`config.mk`:
```
export PLATFORM = sky130hd
export DESIGN_NAME = isr_shift_unit
export DESIGN_NICKNAME = d
export VERILOG_FILES = /design/src/rtl/isr_pkg.sv /design/src/rtl/isr_decode.sv /design/src/rtl/isr_src_mux.sv /design/src/rtl/isr_shifter.sv /design/src/rtl/isr_shift_unit.sv
export SDC_FILE = /design/constraint.sdc
export NUM_CORES = 1
export LEC_CHECK = 0
export ABC_CLOCK_PERIOD_IN_PS = 3300
export BUFFER_PORTS_ARGS = -buffer_cell sky130_fd_sc_hd__buf_2
export CORE_MARGIN = 10
export CORE_UTILIZATION = 40
export DETAILED_ROUTE_END_ITERATION = 12
export GPL_TIMING_DRIVEN = 0
export PLACE_DENSITY = 0.64
export SLEW_MARGIN = 20
export SYNTH_ARGS = -nofsm -noshare
export SYNTH_HDL_FRONTEND = slang
export SYNTH_SLANG_ARGS = --single-unit
```
`constraint.sdc`:
```
create_clock -name clk -period 3.3 [get_ports clk]
set_clock_uncertainty 0.05 [all_clocks]
set_input_delay 0.33 -clock clk [delete_from_list [all_inputs] [get_ports clk]]
set_output_delay 0.33 -clock clk [all_outputs]
set_load 0.01 [all_outputs]
```
`src/rtl/isr_pkg.sv`:
```
package isr_pkg;
  localparam int unsigned OPC_HI = 15;
  localparam int unsigned OPC_LO = 13;
  localparam logic [2:0]  OPC_SHIFT_IN = 3'b010;

  typedef enum logic [2:0] {
    SRC_PINS  = 3'b000,
    SRC_A     = 3'b001,
    SRC_B     = 3'b010,
    SRC_ZERO0 = 3'b011,
    SRC_ZERO1 = 3'b100,
    SRC_ZERO2 = 3'b101,
    SRC_SELF  = 3'b110,
    SRC_C     = 3'b111
  } src_sel_e;

  typedef struct packed {
    logic       hit;
    logic [4:0] dly;
    src_sel_e   sel;
    logic [4:0] cnt_field;
  } instr_dec_t;
endpackage

```
`src/rtl/isr_decode.sv`:
```
module isr_decode
  import isr_pkg::*;
#(
  parameter int unsigned W    = 32,
  localparam int unsigned CNTW = $clog2(W) + 1
) (
  input  logic [15:0]     instr,
  input  logic            exec_en,
  output instr_dec_t      dec,
  output logic [CNTW-1:0] nbits
);
  always_comb begin
    dec.hit       = exec_en && (instr[OPC_HI:OPC_LO] == OPC_SHIFT_IN);
    dec.dly       = instr[12:8];
    dec.sel       = src_sel_e'(instr[7:5]);
    dec.cnt_field = instr[4:0];
    nbits = (instr[4:0] == 5'd0) ? CNTW'(W) : CNTW'(instr[4:0]);
  end
endmodule

```
`src/rtl/isr_src_mux.sv`:
```
module isr_src_mux
  import isr_pkg::*;
#(
  parameter int unsigned W = 32
) (
  input  src_sel_e     sel,
  input  logic [W-1:0] pins,
  input  logic [W-1:0] src_a,
  input  logic [W-1:0] src_b,
  input  logic [W-1:0] src_c,
  input  logic [W-1:0] isr_cur,
  output logic [W-1:0] word
);
  always_comb begin
    unique case (sel)
      SRC_PINS: word = pins;
      SRC_A:    word = src_a;
      SRC_B:    word = src_b;
      SRC_SELF: word = isr_cur;
      SRC_C:    word = src_c;
      default:  word = '0;
    endcase
  end
endmodule

```
`src/rtl/isr_shifter.sv`:
```
module isr_shifter #(
  parameter int unsigned W    = 32,
  localparam int unsigned CNTW = $clog2(W) + 1
) (
  input  logic [W-1:0]    cur,
  input  logic [W-1:0]    src,
  input  logic [CNTW-1:0] nbits,
  input  logic            right,
  output logic [W-1:0]    nxt
);
  logic [CNTW-1:0] gap;
  logic [W-1:0]    keep_mask;
  logic [W-1:0]    low_bits;

  always_comb begin
    gap       = CNTW'(W) - nbits;
    keep_mask = {W{1'b1}} >> gap;
    low_bits  = src & keep_mask;
    if (right) nxt = (cur >> nbits) | (low_bits << gap);
    else       nxt = (cur << nbits) | low_bits;
  end
endmodule

```
`src/rtl/isr_shift_unit.sv`:
```
module isr_shift_unit
  import isr_pkg::*;
#(
  parameter int unsigned W    = 32,
  localparam int unsigned CNTW = $clog2(W) + 1
) (
  input  logic            clk,
  input  logic            rst_n,
  input  logic [15:0]     instr,
  input  logic            exec_en,
  input  logic [W-1:0]    pins,
  input  logic [W-1:0]    src_a,
  input  logic [W-1:0]    src_b,
  input  logic [W-1:0]    src_c,
  input  logic            shift_right,
  input  logic            clear,
  output logic [W-1:0]    isr_q,
  output logic [CNTW-1:0] cnt_q
);
  instr_dec_t      dec;
  logic [CNTW-1:0] nbits;
  logic [W-1:0]    src_word;
  logic [W-1:0]    isr_next;
  logic [CNTW:0]   cnt_sum;
  logic [CNTW-1:0] cnt_next;

  isr_decode #(.W(W)) dec_i (
    .instr(instr), .exec_en(exec_en), .dec(dec), .nbits(nbits)
  );

  isr_src_mux #(.W(W)) mux_i (
    .sel(dec.sel), .pins(pins), .src_a(src_a), .src_b(src_b),
    .src_c(src_c), .isr_cur(isr_q), .word(src_word)
  );

  isr_shifter #(.W(W)) shf_i (
    .cur(isr_q), .src(src_word), .nbits(nbits), .right(shift_right),
    .nxt(isr_next)
  );

  always_comb begin
    cnt_sum  = {1'b0, cnt_q} + {1'b0, nbits};
    cnt_next = (cnt_sum > (CNTW+1)'(W)) ? CNTW'(W) : cnt_sum[CNTW-1:0];
  end

  always_ff @(posedge clk or negedge rst_n) begin
    if (!rst_n) begin
      isr_q <= '0;
      cnt_q <= '0;
    end else if (clear) begin
      isr_q <= '0;
      cnt_q <= '0;
    end else if (dec.hit) begin
      isr_q <= isr_next;
      cnt_q <= cnt_next;
    end
  end
endmodule

```
==> impl_metrics.ini, run 1 <==
[clock_tree]
max-clock-path-buffers = 2
path_clk_slew_ns = 0.07
worstSkewPairLatency_ns = 0.29
numCtsBuffers = 5
cts_sinks = 38
tritoncts = yes
clk_root_buffer_cell = clkbuf_16
ctsHoldBuffers = 0
cts_max_level = 2

[routing]
first_iter_violations = 2530
drc = 0
route.vias.total = 13700
number_of_search_and_repair_iterations_in_the_first_detailed_routing_pass = 7
routedWlPerCell_um = 36.9
ant_nets = 0
vias_per_cell = 7.46
wl_um = 67800

[logic_synthesis]
syn-mean-instance-area_um2 = 7.57
edff_count_synth = 0
synth.net_count = 1413
ys_ff_latch = 38
post_synth_fa_ha_maj_area_fraction = 0.0161
synth-warning-count = 0
compound_cell_area_share_of_the_yosys_netlist = 0.345
postSynthCellCount = 1254
synth_cell_types = 94
synth_top_flop_cell = dfrtp_1
synth-xor-area-share = 0.00831
yosys-mux-area-fraction = 0.248
synth_top_family_by_area = compound AO/OA/AOI/OAI gates
postSynth.asyncResetShare = 1.00
netlist_area_um2 = 9490
fraction_of_the_yosys_area_taken_by_sequential_cells = 0.100
post_synth_simple_gate_area = 0.203

[sta]
finalHoldViolCount = 0
max-slew-margin-rel = 0.241
fmaxAchievable_mhz = 291
transition_at_the_pin_with_the_smallest_max_transition_slack_ns = 1.13
min_period_ns = 3.43
slack_of_the_critical_path_ns = -0.133
setup_repair_after_global_routing_missed_its_margin = true
maxSlewViolCount = 0
fin_crit_sh = 1.04
report.final.setup_viol = 17

[worst_setup_path]
worstPathCellList = mux2_2 -> a222oi_1 -> o32ai_4 -> mux4_2 -> buf_6 -> a221oi_4 -> nor4_1
kind_of_cell_adding_the_most_delay_to_the_critical_path = compound AO/OA/AOI/OAI gates
critical_path.endpoint_type = register
cpMaxStageDelayCell = a222oi_1
critPathKind = reg2reg
start_kind = register
critPathBufInv = 1
cp_data_required_time_ns = 3.40
critical-path-max-stage-delay_ns = 0.88
critPathMaxFanout = 9
arrival_ns = 3.53

[cells_and_area]
layout_cells_sized_above_1 = 0.400
fillers = 2276
design.final.nets = 1678
finalNonFillerCells = 1838
area_growth_from_synthesis_to_layout_pct = 37.4
n_antenna_cell = 0
register_area_um2 = 951
multi_input_area_um2 = 8830

[placed_design]
gp_congestion = 1.15
port_buffers = 175
place.detailed.hpwl_um = 51000
post-place-ws_ns = -1.67
place.detailed.instances = 1748

[min_path]
min_path_type = in2async

[global_routing]
grt_antenna_before_repair = 0
gr-usage-all-layers = 0.418
grt_pass1_vias = 13100
grt_start_max_net_pins = 39
grt_overflow_total = 0
grt_first_pass_wirelength_um = 94400

[die]
fp.dieH_um = 174
initial_utilization = 0.405
die_area_um2 = 30300
num_rows = 56
ioPinCount = 187
die_width_um = 174
core_area_um2 = 23400

[outcome]
outcome = finished, violations left
failing_checks = negative setup slack

[power]
power.ir.vdd_worst_v = 0.000248
cellPowerDensity_nw_per_um2 = 228
power_w = 0.00298
leakagePower_nw = 5.37

[flow_run]
timing.max_cap.violations = 0
cell usage after synthesis, drive strengths merged, types with 9 or more instances:
master   count  share of area
dfrtp       38           0.10
buf         74          0.045
mux2        45          0.053
or3         10         0.0076
nor3        38          0.021
a21o        11         0.0087
a211oi      32          0.025
inv         20         0.0079
mux4        35          0.083
clkbuf      66          0.026
a21oi       74          0.039
o22ai       26          0.017
o21ai       77          0.041
nand2b      13         0.0086
and2         9         0.0059
mux2i      106           0.11
o21a         9         0.0071
nor2b        9         0.0059
nand3b       9         0.0071
a31oi       17          0.011
a221oi      11          0.012
o32ai       10          0.011
a221o       13          0.014
o31ai       12          0.011
o221ai      17          0.016
nor2       103          0.041
ha           9          0.012
a211o       10         0.0092
nand3       29          0.015
nand2      127          0.051
a22o        22          0.020
o211ai      21          0.017
a22oi       10         0.0079
o2bb2ai     14          0.013
cell usage in the layout (no fill, tap or decap), drive strengths merged, types with 7 or more instances in the layout:
cell type | Yosys | layout
a22oi | 10 | 10
a211oi | 32 | 32
clkbuf | 66 | 68
or2 | 8 | 8
o2bb2ai | 14 | 14
xnor2 | 7 | 7
ha | 9 | 9
a31oi | 17 | 17
o221ai | 17 | 17
nand2 | 127 | 127
and2 | 9 | 9
or3 | 10 | 10
nand2b | 13 | 13
inv | 20 | 16
nand3b | 9 | 9
mux2 | 45 | 45
nand3 | 29 | 29
a21oi | 74 | 74
nor3 | 38 | 38
a211o | 10 | 10
o32ai | 10 | 10
buf | 74 | 335
a221oi | 11 | 11
o22ai | 26 | 26
a21o | 11 | 11
o31ai | 12 | 12
mux2i | 106 | 106
nor2 | 103 | 103
mux4 | 35 | 35
dfrtp | 38 | 38
o21ai | 77 | 77
o21a | 9 | 9
nand4 | 8 | 8
o211ai | 21 | 21
o2111ai | 8 | 8
nor2b | 9 | 9
a22o | 22 | 22
a221o | 13 | 13
what timing repair did:
action                                  CTS  global route
cloned                                    0             1
setup buffers                            44            53
gates resized for setup                 171            94
pin swaps                                45            50
endpoints found under the setup margin   37            36
worst paths after layout:
kind | slack [ns] | end | cells past startpoint | from
max in group asynchronous | 2.46 | cnt_q[1]$_DFFE_PN0P_ | 1 | rst_n
max reg2reg | -0.13 | isr_q[22]$_DFFE_PN0P_ | 7 | isr_q[7]$_DFFE_PN0P_
min | 0.13 | isr_q[11]$_DFFE_PN0P_ | 1 | rst_n
min reg2reg | 0.48 | cnt_q[3]$_DFFE_PN0P_ | 2 | cnt_q[3]$_DFFE_PN0P_
min in group clk | 0.48 | cnt_q[3]$_DFFE_PN0P_ | 2 | cnt_q[3]$_DFFE_PN0P_
max | -0.13 | isr_q[22]$_DFFE_PN0P_ | 7 | isr_q[7]$_DFFE_PN0P_
cell families (layout without fill, tap and decap cells):
family | Yosys count | in the layout
buffers and inverters | 162 | 427
AO/OA/AOI/OAI | 451 | 451
flip-flops | 38 | 38
adder cells (fa/ha/maj) | 12 | 12
multiplexers | 186 | 186
AND/OR/NAND/NOR | 396 | 396
XOR/XNOR | 9 | 9
area by class of cell:
cell class / count / share of cell area
multi-input cells: 1054 / 0.677
repair buffers: 272 / 0.132
flip-flops and latches: 38 / 0.0729
plain buffers: 126 / 0.0686
well taps: 319 / 0.0306
clock buffers: 5 / 0.00960
inverters: 22 / 0.00796
clock inverters: 2 / 0.000768
layer usage:
layer	vias up	GRT usage	share of wire
met4	0	0.278	0.089
li1	5428	-	-
met1	6545	0.503	0.35
met2	1348	0.614	0.41
met5	-	0	0
met3	394	0.152	0.15
worst reg2reg max path: stages, from the launching register on:
cell and delay (ns):
dfrtp_1 0.60, mux2_2 0.39, a222oi_1 0.88, o32ai_4 0.27, mux4_2 0.59, buf_6 0.16, a221oi_4 0.27, nor4_1 0.08
where the power goes:
group	internal, W	switching [W]
Clock	0.000274	0.000218
Combinational	0.000742	0.00122
Sequential	0.000475	0.0000492
flip-flops by register name, summed over array words and instances, names as in the netlist:
signal,count
cnt_q,6
isr_q,32
per-stage QoR:
step                hold slack [ns]  instance area, um^2  TNS [ns]   util
floorplan                   -0.0156                 9730     -3.49      -
global placement              0.442                11000    -52.07  0.470
detailed placement            0.461                11000    -48.00  0.471
CTS                           0.163                12300     -6.95  0.524
global route                  0.195                13000    -0.670  0.557
finish                        0.132                13000     -1.02  0.557
Power figures use the tool's default switching activity.
==> run 2, diff against run 1 <==
CELL_PAD_IN_SITES_DETAIL_PLACEMENT = 0   (was not set)
CELL_PAD_IN_SITES_GLOBAL_PLACEMENT = 1   (was not set)
PLACE_DENSITY = 0.83   (was 0.64)
==> impl_metrics.ini, run 2 (same netlist as run 1, synthesis figures left out) <==
[clock_tree]
worstSkewPairLatency_ns = 0.29
tritoncts = yes
cts_max_level = 2
cts_sinks = 38
path_clk_slew_ns = 0.07
max-clock-path-buffers = 2
numCtsBuffers = 5
clk_root_buffer_cell = clkbuf_16

[sta]
report.final.setup_viol = 4
slack_of_the_critical_path_ns = -0.0498
fmaxAchievable_mhz = 299
fin_setup_tns_ns = -0.106
max-slew-margin-rel = 0.191
setup_repair_after_global_routing_missed_its_margin = false
maxSlewViolCount = 0
finalHoldViolCount = 0
min_period_ns = 3.35
fin_crit_sh = 1.02
transition_at_the_pin_with_the_smallest_max_transition_slack_ns = 1.21

[power]
leakagePower_nw = 5.27
cellPowerDensity_nw_per_um2 = 242
power.ir.vdd_worst_v = 0.000269

[outcome]
outcome = finished, violations left
failing_checks = negative setup slack

[cells_and_area]
largestRegisters = isr_q x32, cnt_q x6
register_with_the_most_flip_flops = isr_q
layout_cells_sized_above_1 = 0.385
finalNonFillerCells = 1829
multi_input_area_um2 = 8770
final_design_area_excluding_fillers_um2 = 12900
fillers = 2273
register_area_um2 = 952
design.final.nets = 1663
final_common_cell = buf_2
area_growth_from_synthesis_to_layout_pct = 36.0
most_frequent_cells_in_the_layout = buf_2, nand2_1, mux2i_1
largest_register_ff_count = 32

[worst_setup_path]
start_kind = input pin
cp_data_required_time_ns = 3.48
crit_path_end = isr_q[11]$_DFFE_PN0P_
r2r-end = isr_q[14]$_DFFE_PN0P_
timing.rr.start = isr_q[7]$_DFFE_PN0P_
timing.reg2reg.worst_path_depth = 8
critPathMaxFanout = 10
arrival_ns = 3.53
worst-r2r-setup-slack_ns = -0.04
worst_setup_sp = instr[0]
critical_path.endpoint_type = register
critPathKind = in2reg

[routing]
vias_per_cell = 7.53
number_of_search_and_repair_iterations_in_the_first_detailed_routing_pass = 7
route.vias.total = 13800
ant_nets = 0
drc = 0
routedWlPerCell_um = 37.0
wl_um = 67800
first_iter_violations = 2734

[die]
initial_utilization = 0.405
num_rows = 56
core_area_um2 = 23400
ioPinCount = 187
fp.dieH_um = 174
die_width_um = 174
die_area_um2 = 30300

[min_path]
min_path_type = in2async

[placed_design]
place.detailed.instances = 1749
place.detailed.hpwl_um = 50600
dpl_cell_area_um2 = 11000
port_buffers = 175
gp_congestion = 1.14
post-place-ws_ns = -1.75

[flow_run]
timing.max_cap.violations = 0

[global_routing]
grt_first_pass_wirelength_um = 94300
grt_pass1_vias = 12900
grt_antenna_before_repair = 2
gr-usage-all-layers = 0.420
grt_start_max_net_pins = 39
grt_overflow_total = 0
## run 2: how the worst min path moves through the flow
stage | to | depth (start not counted) | start
floorplan | cnt_q[0]$_DFFE_PN0P_ | 0 | rst_n
finish | isr_q[2]$_DFFE_PN0P_ | 1 | rst_n
global route | isr_q[6]$_DFFE_PN0P_ | 1 | rst_n
CTS | cnt_q[3]$_DFFE_PN0P_ | 1 | rst_n
global placement | isr_q[2]$_DFFE_PN0P_ | 1 | rst_n
detailed placement | isr_q[2]$_DFFE_PN0P_ | 1 | rst_n
## run 2: worst max-delay path, cell delays in order
cell and delay [ns]:
buf_6 0.09, buf_12 0.10, buf_4 0.12, buf_12 0.12, buf_4 0.14, buf_2 0.36
clkbuf_4 0.42, clkbuf_4 0.39, nor2_1 0.14, o32ai_2 0.47, nand2_1 0.23, a31oi_1 0.36
a22oi_1 0.11, nand2_1 0.11
## run 2: report_power, final
group          switching (W)  leakage (nW)  internal, W
logic                0.00120          4.65     0.000726
registers          0.0000549         0.526     0.000475
clock network       0.000230        0.0940     0.000436
## run 2: metal layers
| layer | vias up | routed length, um | track usage |
|---|---|---|---|
| met3 | 378 | 10400 | 0.150 |
| li1 | 5402 | - | - |
| met2 | 1399 | 28300 | 0.625 |
| met4 | 2 | 5720 | 0.268 |
| met1 | 6593 | 23300 | 0.503 |
| met5 | - | 13 | 0 |
## run 2: through the flow
stage          total power (W)  utilization  hold WS (ns)
5_1_grt                0.00315        0.551         0.210
4_1_cts                0.00294        0.542         0.166
6_report               0.00312        0.551         0.146
2_1_floorplan          0.00141            -       -0.0156
3_5_place_dp           0.00199        0.471         0.470
3_3_place_gp           0.00200        0.470         0.464
## run 2: final cells by class
cell class                      instances  area share
Tap cell                              319      0.0309
Sequential cell                        38      0.0738
Antenna cell                            5    0.000970
Timing Repair Buffer                  260       0.125
Buffer                                123      0.0659
Clock inverter                          3     0.00533
Multi-Input combinational cell       1054       0.680
Clock buffer                            5     0.00970
Inverter                               22     0.00892
## run 2: repair_timing
item,4_1_cts,5_1_grt
pin swaps,58,20
setup buffers,57,25
hold buffers,0,0
cloned,1,0
resized for setup,211,50
setup endpoints to repair,37,36
